**src/rtl/pwr_mode_ctrl.sv**
```systemverilog
module pwr_mode_ctrl #(
  parameter int NUM_MODULES = 4,
  parameter int NUM_MASTERS = 2,
  parameter int SETTLE_W    = 8,
  parameter int RST_LEN     = 4
) (
  input  logic                   clk,
  input  logic                   rst_n,
  input  logic                   sleep_req,
  input  logic                   sw_standby_en,
  input  logic                   hw_standby_n,
  input  logic                   irq_any,
  input  logic                   ext_irq,
  input  logic [SETTLE_W-1:0]    settle_cnt,
  input  logic                   med_en,
  input  logic [2:0]             med_div_sel,
  input  logic [NUM_MODULES-1:0] mod_stop,
  input  logic [NUM_MASTERS-1:0] bus_req,
  input  logic                   cpu_bus_busy,
  output logic                   cpu_halt,
  output logic                   clk_en,
  output logic                   med_tick,
  output logic                   periph_rst,
  output logic                   port_hold,
  output logic [NUM_MODULES-1:0] mod_clk_en,
  output logic [NUM_MASTERS-1:0] bus_gnt
);
  localparam int RW = $clog2(RST_LEN + 1);

  typedef enum logic [2:0] {
    S_RUN, S_SLEEP, S_DEEP, S_SETTLE, S_HWSTBY, S_HWRST, S_BUSREL
  } st_t;

  st_t st, st_nx;
  logic [SETTLE_W-1:0]    settle_q;
  logic [RW-1:0]          rst_q;
  logic [NUM_MASTERS-1:0] gnt_q, pick;
  logic [5:0]             div_q, div_n, sel_n;

  assign sel_n = (med_div_sel >= 3'd4) ? 6'd32 : (6'd2 << med_div_sel);
  assign pick  = bus_req & (~bus_req + NUM_MASTERS'(1));

  always_comb begin
    st_nx = st;
    if (!hw_standby_n) st_nx = S_HWSTBY;
    else begin
      unique case (st)
        S_RUN:
          if (sleep_req) st_nx = sw_standby_en ? S_DEEP : S_SLEEP;
          else if (|bus_req && !cpu_bus_busy) st_nx = S_BUSREL;
        S_SLEEP:  if (irq_any) st_nx = S_RUN;
        S_DEEP:   if (ext_irq) st_nx = S_SETTLE;
        S_SETTLE: if (settle_q == '0) st_nx = S_RUN;
        S_HWSTBY: st_nx = S_HWRST;
        S_HWRST:  if (rst_q == '0) st_nx = S_RUN;
        S_BUSREL: if (!(|(bus_req & gnt_q))) st_nx = S_RUN;
        default:  st_nx = S_RUN;
      endcase
    end
  end

  always_ff @(posedge clk or negedge rst_n) begin
    if (!rst_n) begin
      st       <= S_RUN;
      settle_q <= '0;
      rst_q    <= '0;
      gnt_q    <= '0;
    end else begin
      st <= st_nx;
      if (st == S_DEEP && st_nx == S_SETTLE) settle_q <= settle_cnt;
      else if (st == S_SETTLE && settle_q != '0) settle_q <= settle_q - 1'b1;
      if (st == S_HWSTBY && st_nx == S_HWRST) rst_q <= RW'(RST_LEN - 1);
      else if (st == S_HWRST && rst_q != '0) rst_q <= rst_q - 1'b1;
      if (st == S_RUN && st_nx == S_BUSREL) gnt_q <= pick;
    end
  end

  always_ff @(posedge clk or negedge rst_n) begin
    if (!rst_n) begin
      div_q <= '0;
      div_n <= 6'd2;
    end else if (!med_en) begin
      div_q <= '0;
      div_n <= sel_n;
    end else if (clk_en) begin
      if (div_q == div_n - 6'd1) begin
        div_q <= '0;
        div_n <= sel_n;
      end else div_q <= div_q + 6'd1;
    end
  end

  assign cpu_halt   = (st != S_RUN);
  assign clk_en     = st inside {S_RUN, S_SLEEP, S_BUSREL, S_HWRST};
  assign periph_rst = st inside {S_HWSTBY, S_HWRST};
  assign port_hold  = st inside {S_DEEP, S_SETTLE};
  assign med_tick   = clk_en && (!med_en || div_q == div_n - 6'd1);
  assign mod_clk_en = {NUM_MODULES{clk_en}} & ~mod_stop;
  assign bus_gnt    = (st == S_BUSREL) ? gnt_q : '0;

  p_light_stop_r1: assert property (@(posedge clk) disable iff (!rst_n)
    (st == S_RUN && sleep_req && !sw_standby_en && hw_standby_n) |=> (cpu_halt && clk_en));
  p_deep_stop_r2: assert property (@(posedge clk) disable iff (!rst_n)
    (st == S_RUN && sleep_req && sw_standby_en && hw_standby_n) |=> (port_hold && !clk_en && mod_clk_en == '0));
  p_pin_entry_r4: assert property (@(posedge clk) disable iff (!rst_n)
    !hw_standby_n |=> (periph_rst && !clk_en && bus_gnt == '0));
  p_deep_ignores_irq_r6: assert property (@(posedge clk) disable iff (!rst_n)
    (st == S_DEEP && !ext_irq && hw_standby_n) |=> port_hold);
  p_div_boundary_r9: assert property (@(posedge clk) disable iff (!rst_n)
    ($past(med_en) && div_n != $past(div_n)) |-> $past(med_tick));
  p_grant_onehot_r11: assert property (@(posedge clk) disable iff (!rst_n)
    $onehot0(bus_gnt));
  p_grant_idle_r11: assert property (@(posedge clk) disable iff (!rst_n)
    (st == S_BUSREL && $past(st) != S_BUSREL) |-> $past(!cpu_bus_busy && !sleep_req));
  p_no_grant_stby_r12: assert property (@(posedge clk) disable iff (!rst_n)
    (port_hold || periph_rst) |-> bus_gnt == '0);
endmodule

```
**config.mk**
```make
export PLATFORM = sky130hd
export DESIGN_NAME = pwr_mode_ctrl
export DESIGN_NICKNAME = d
export VERILOG_FILES = /design/src/rtl/pwr_mode_ctrl.sv
export SDC_FILE = /design/constraint.sdc
export NUM_CORES = 1
export LEC_CHECK = 0
export ABC_AREA = 1
export ABC_CLOCK_PERIOD_IN_PS = 3800
export BUFFER_PORTS_ARGS = -buffer_cell sky130_fd_sc_hd__clkbuf_2
export CAP_MARGIN = 20
export CORE_ASPECT_RATIO = 0.8
export CORE_MARGIN = 4
export CORE_UTILIZATION = 60
export DETAILED_ROUTE_END_ITERATION = 6
export PLACE_DENSITY = 0.85
export SLEW_MARGIN = 20
export SYNTH_ARGS = -nofsm -noshare
export SYNTH_HDL_FRONTEND = slang
export SYNTH_SLANG_ARGS = --single-unit
```
**constraint.sdc**
```tcl
create_clock -name clk -period 3.8 [get_ports clk]
set_clock_uncertainty 0.2 [all_clocks]
set_input_delay 0.76 -clock clk [delete_from_list [all_inputs] [get_ports clk]]
set_output_delay 0.76 -clock clk [all_outputs]
set_load 0.05 [all_outputs]
```
==> qor.txt, run 1 <==
outcome: completed
Slew Limit Fails: 0
top-area cell type share of the netlist area: 32.9%
Hold Vio Cnt, Final: 0
clk buf depth: 2
Clk Latency, worst-skew pair: 0.28 ns
Slew HR: 55.9%
Leak: 1.21 nW
clock-pin slew on the worst setup and hold paths: 0.10 ns
FILL cells: 274
Tot GR Track Use: 19.5%
I/O Pins: 37
RSZ-0062 raised after global routing: false
DR WL/cell: 11.0 µm
critical path class: register to output port
post-cts resize count: 0
final critical-path share of the clock period: 83.4%
Post-Synthesis Cells: 280
via count: 1,845
clock period minus worst slack: 3.17 ns
htree depth: 1
Chip Width: 72.2 µm
worst slew pin tran: 0.662 ns
initial DRC count: 187
grt ovf: 0
number of synthesized flops with an enable pin: 0
top cells by area, synth: dfrtp_1 (33%), nand2_1 (14%), nand3_1 (8.6%)
setup TNS: 0 ns
critical path data arrival time: 2.21 ns
CP endpoint kind: output port
top_reg_cell synth: dfrtp_1
antenna cells: 0
drt drc: 0
Area growth, synth to finish: 12.3%
multi-input logic area: 1110 µm²
Final nets: 350
Avg Cell Area, Syn: 7.06 µm²
Starting Density: 63.1%
Yosys Warn Count: 0
Max-cap violations: 0
CTS tree: done
antenna violations before repair: 0
Port Buffers: 36
Worst IR Drop VDD: 0.000303 V
FP Rows: 18
final setup fails: 0
CP max FO: 4
Hold Crit Class: input port to asynchronous set/reset pin
fraction of registers with async set/reset: 100%
Hold Buf Count CTS: 0
total chip power: 1.18 mW
Post-synth top cells: nand2_1 (75), nor2_1 (38), inv_1 (34), nand3_1 (34), dfrtp_1 (26)
Cell Area, Synth: 1980 µm²
postcts setup bufs: 0
register area: 677 µm²
CTS root buf: clkbuf_8
Max Clock Freq: 316 MHz
CTS buffer count: 3
First-pass DRT Iterations: 4
DPL Wire Length: 3.17 mm
number of global-route vias before repair: 1,606
Critical Path RT: 2.84 ns
# clock sinks: 27
power per cell area: 533 nW/µm²
Vias per Instance: 5.17
syn nets: 312
global-route wire length before repair: 6.72 mm
Total Routed Length: 3.91 mm
crit start category: register
sequential fraction of the synthesis area: 34.2%
cell with the most instances after synthesis: nand2_1
post-synthesis cell type with the largest combined area: dfrtp_1
area of the core: 3130 µm²
Detail Route Antenna Nets: 0
post-synth cell types: 31
hold slack: 0.287 ns
Seq cells post-synth: 27
layout cells sized above 1: 20.8%
Die ar.: 4280 µm²
Placer Congestion: 0.852
Die Y: 59.3 µm
largest net degree at the start of global routing: 28
## through the flow
step | cells | instance area, µm² | util [%] | setup slack [ns]
after global placement | 353 | 2170 | 69.3 | 1.05
after CTS | 357 | 2220 | 70.9 | 0.648
after detailed placement | 353 | 2170 | 69.3 | 0.980
after global routing | 357 | 2220 | 70.9 | 0.525
after floorplan | 280 | 1980 | - | 0.746
final | 357 | 2220 | 70.9 | 0.633
## registers in the layout (all words and copies together), names as in the netlist
| name | flops |
|---|---|
| settle_q | 8 |
| gnt_q | 2 |
| st | 3 |
| div_q | 6 |
| div_n | 5 |
| rst_q | 3 |
## cells in the final DEF (no fill, tap or decap), types with 6 or more instances in the layout
cell type and instances:
nand2_1 75, nor2_1 38, clkbuf_2 36, inv_1 34, nand3_1 34, dfrtp_1 26
xor2_1 9, a21oi_1 8, inv_2 6, ha_1 6
## final cells by class
| cell class | instances | area share [%] |
|---|---|---|
| Multi-Input combinational cell | 209 | 49.9 |
| Sequential cell | 27 | 30.5 |
| Timing Repair Buffer | 36 | 8.12 |
| Inverter | 41 | 6.99 |
| Tap cell | 40 | 2.25 |
| Clock buffer | 3 | 1.86 |
| Clock inverter | 1 | 0.338 |
## cell families (layout without fill, tap and decap cells)
| family | count (synthesis) | after routing | share of synthesized area [%] |
|---|---|---|---|
| AOI/OAI and AO/OA | 19 | 19 | 6.08 |
| xor gates and xnor gates | 12 | 12 | 5.32 |
| adders and majority gates | 6 | 6 | 3.80 |
| buffers and inverters | 44 | 81 | 9.68 |
| DFF | 27 | 27 | 34.2 |
| and+or+nand+nor | 172 | 172 | 40.9 |
## worst max-delay path: stages (launching register included)
cell and delay (ns):
dfstp_2 0.56, inv_1 0.08, ha_1 0.32, xor2_1 0.16, nand3_1 0.10, nor2_1 0.15
nand2_1 0.13, a21oi_1 0.15, clkbuf_2 0.29
## report_power, final
group / internal [mW] / switching, mW / total, mW
Combinational: 0.182 / 0.399 / 0.581
Clock: 0.0745 / 0.0944 / 0.169
Sequential: 0.356 / 0.0774 / 0.433
## routing by layer
| metal | global-route usage, % | share of wire (%) | vias up |
|---|---|---|---|
| met5 | 0 | 0 | - |
| met4 | 3.75 | 0.46 | 0 |
| met3 | 3.22 | 6.5 | 2 |
| met2 | 33.7 | 47 | 55 |
| met1 | 26.2 | 46 | 822 |
| li1 | - | - | 966 |
## path summary, 6_finish.rpt
path | cells after the start | endpoint | slack, ns | from
worst max register to register | 10 | div_n[5] | 1.53 | div_n[1]
min in group clk | 2 | div_n[1] | 0.30 | div_n[1]
max in group asynchronous | 1 | settle_q[2] | 2.67 | rst_n
worst min-delay path | 1 | rst_q[2] | 0.29 | rst_n
worst max-delay path | 8 | med_tick | 0.63 | div_n[1]
worst min register to register | 2 | div_n[1] | 0.30 | div_n[1]
Note: power is estimated with default switching activity, not from simulation.
==> run 2, diff against run 1 <==
--- a/config.mk
+++ b/config.mk
@@ -6,14 +6,14 @@
 export NUM_CORES = 1
 export LEC_CHECK = 0
 export ABC_AREA = 1
-export ABC_CLOCK_PERIOD_IN_PS = 3800
+export ABC_CLOCK_PERIOD_IN_PS = 2900
 export BUFFER_PORTS_ARGS = -buffer_cell sky130_fd_sc_hd__clkbuf_2
 export CAP_MARGIN = 20
 export CORE_ASPECT_RATIO = 0.8
 export CORE_MARGIN = 4
-export CORE_UTILIZATION = 60
+export CORE_UTILIZATION = 50
 export DETAILED_ROUTE_END_ITERATION = 6
-export PLACE_DENSITY = 0.85
+export PLACE_DENSITY = 0.76
 export SLEW_MARGIN = 20
 export SYNTH_ARGS = -nofsm -noshare
 export SYNTH_HDL_FRONTEND = slang
==> constraint.sdc (replaced) <==
create_clock -name clk -period 2.9 [get_ports clk]
set_clock_uncertainty 0.2 [all_clocks]
set_input_delay 0.58 -clock clk [delete_from_list [all_inputs] [get_ports clk]]
set_output_delay 0.58 -clock clk [all_outputs]
set_load 0.05 [all_outputs]
==> run 2 against run 1 <==
  * Count of clock-buffer cells in the layout stayed put
  * Global-route usage decreased by 3.2 points
  * Critical path depth unchanged
  * First-iteration DRC count down 54%
  * Critical endpoint unchanged
  * Largest cell class unchanged
  * Highest routed layer unchanged
==> qor.txt, run 2 (synthesis results as in run 1) <==
clock period minus worst slack: 2.76 ns
clock-pin slew on the worst setup and hold paths: 0.11 ns (was 0.10 ns)
total chip power: 1.57 mW (was 1.18 mW)
register area: 677 µm² (unchanged)
initial DRC count: 86 (was 187)
Sequential Power Share: 36.3% (was 36.6%)
CP endpoint kind: output port (unchanged)
# clock sinks: 27 (unchanged)
clk buf depth: 2 (unchanged)
commonest cells after routing, fill and taps aside: nand2_1 (74), nor2_1 (37), clkbuf_2 (35) (was nand2_1 (75), nor2_1 (38), clkbuf_2 (36))
Final nets: 350 (unchanged)
Max-cap violations: 0 (unchanged)
area of the core: 3800 µm² (was 3130 µm²)
multi-input logic area: 1140 µm² (was 1110 µm²)
most common cell after layout, fill and taps aside: nand2_1 (unchanged)
number of global-route vias before repair: 1,580 (was 1,606)
antenna cells: 0 (unchanged)
Switching Fraction: 48.2% (was 48.3%)
htree depth: 1 (unchanged)
final setup fails: 0 (unchanged)
Slew Limit Fails: 0 (unchanged)
Hold Crit Class: input port to asynchronous set/reset pin (unchanged)
drt drc: 0 (unchanged)
Placer Congestion: 0.872 (was 0.852)
antenna violations before repair: 0 (unchanged)
Die ar.: 5030 µm² (was 4280 µm²)
crit-path cells: inv_2 > ha_4 > xor2_2 > nand3_1 > nor2_2 > nand2_2 > a21oi_2 > buf_6 (was inv_1 > ha_1 > xor2_1 > nand3_1 > nor2_1 > nand2_1 > a21oi_1 > clkbuf_2)
Starting Density: 52.0% (was 63.1%)
via count: 1,803 (was 1,845)
slowest CP cell: dfstp_2 (unchanged)
critical path class: register to output port (unchanged)
Slew HR: 54.7% (was 55.9%)
Detail Route Antenna Nets: 0 (unchanged)
Largest Register: settle_q (unchanged)
DPL Wire Length: 3.12 mm (was 3.17 mm)
max reg flops: 8 (unchanged)
Max Clock Freq: 363 MHz
Chip Width: 78.3 µm (was 72.2 µm)
placed inst area: 2190 µm² (was 2170 µm²)
layout cells sized above 1: 22.7% (was 20.8%)
FILL cells: 366 (was 274)
Hold Vio Cnt, Final: 0 (unchanged)
design area: 2270 µm² (was 2220 µm²)
FF-to-FF path depth: 10 (unchanged)
Area growth, synth to finish: 15.0% (was 12.3%)
P_int: 814 µW (was 612 µW)
DR WL/cell: 10.8 µm (was 11.0 µm)
switching power total: 758 µW (was 571 µW)
crit start category: register (unchanged)
CTS buffer count: 3 (unchanged)
First-pass DRT Iterations: 4 (unchanged)
global-route wire length before repair: 6.89 mm (was 6.72 mm)
Final Util: 59.8% (was 70.9%)
Vias per Instance: 4.85 (was 5.17)
worst slew pin tran: 0.680 ns (was 0.662 ns)
Clock Power Share: 14.7% (was 14.3%)
critical path data arrival time: 1.98 ns (was 2.21 ns)
Worst IR Drop VDD: 0.000416 V (was 0.000303 V)
largest net degree at the start of global routing: 28 (unchanged)
RSZ-0062 raised after global routing: false (unchanged)
Die Y: 64.2 µm (was 59.3 µm)
Logic pwr share: 49.0% (was 49.1%)
Clk Latency, worst-skew pair: 0.29 ns (was 0.28 ns)
Critical Path RT: 2.12 ns (was 2.84 ns)
grt ovf: 0 (unchanged)
Tot GR Track Use: 16.4% (was 19.5%)
CTS root buf: clkbuf_8 (unchanged)
Leak: 1.22 nW (was 1.21 nW)
CTS tree: done (unchanged)
FP Rows: 20 (was 18)
Worst path max stage delay: 0.56 ns (about the same)
final critical-path share of the clock period: 95.1%
Hold Buf Count CTS: 0 (unchanged)
Port Buffers: 36 (unchanged)
I/O Pins: 37 (unchanged)
CP max FO: 4 (unchanged)
power per cell area: 691 nW/µm² (was 533 nW/µm²)
Total Routed Length: 4.03 mm (was 3.91 mm)
outcome: completed (unchanged)
setup TNS: 0 ns (unchanged)
Largest regs: settle_q: 8 flops, div_q: 6 flops, div_n: 5 flops (unchanged)
[run 2: cell types whose count changed in the layout (fill, tap and decap cells not counted), sizes merged]
cell    delta
clkbuf     -1
buf        +1
[run 2: worst paths after layout]
path | startpoint | to | slack (ns)
max in group asynchronous | rst_n | settle_q[4] | 1.94
max reg2reg | div_n[1] | div_n[4] | 0.78
min in group clk | div_n[1] | div_n[1] | 0.29
min reg2reg | div_n[1] | div_n[1] | 0.29
min | rst_n | rst_q[2] | 0.10
max | div_n[1] | med_tick | 0.14
[run 2: routing by layer]
layer | vias to the layer above | global-route usage [%] | share of wire [%]
met5 | - | 0 | 0
met4 | 0 | 1.97 | 0.60
met3 | 4 | 2.96 | 4.2
met2 | 37 | 25.1 | 44
met1 | 806 | 24.7 | 51
li1 | 956 | - | -
[run 2: layout make-up]
cell class | count | area share, %
inverter | 41 | 6.82
clock inverter | 1 | 0.330
tap | 55 | 3.03
timing repair buffer | 36 | 8.20
multi-input combinational | 209 | 50.0
sequential | 27 | 29.8
clock buffer | 3 | 1.82
[run 2: power by group through the flow]
| stage | Sequential (mW) | Clock, mW | Combinational [mW] |
|---|---|---|---|
| finish | 0.570 | 0.232 | 0.770 |
| detailed placement | 0.574 | 0 | 0.754 |
| global route | 0.585 | 0.248 | 0.866 |
| global placement | 0.574 | 0 | 0.743 |
| CTS | 0.568 | 0.237 | 0.758 |
| floorplan | 0.542 | 0 | 0.642 |
[run 2: critical path: cells and delay by family, from the launching register on]
kind                     cells  cell delay (ns)
adder cells (fa/ha/maj)      1             0.27
AND/OR/NAND/NOR              3             0.33
flip-flops                   1             0.56
buffers and inverters        2             0.23
AO/OA/AOI/OAI                1             0.17
XOR/XNOR                     1             0.13
[run 2: stage by stage]
| step | std cells | hold WS [ns] | setup WS [ns] |
|---|---|---|---|
| finish | 372 | 0.105 | 0.142 |
| global route | 372 | 0.156 | 0.0175 |
| CTS | 372 | 0.135 | 0.0144 |
| detailed placement | 368 | 0.272 | 0.306 |
| global placement | 368 | 0.265 | 0.330 |
| floorplan | 280 | 0.0844 | 0.0258 |
[run 2: what timing repair did]
item                       4_1_cts  5_1_grt
hold endpoints to repair         0        0
setup endpoints to repair        1        1
resized for setup                1        8
pin swaps                        0        3
buffers inserted                 0        0
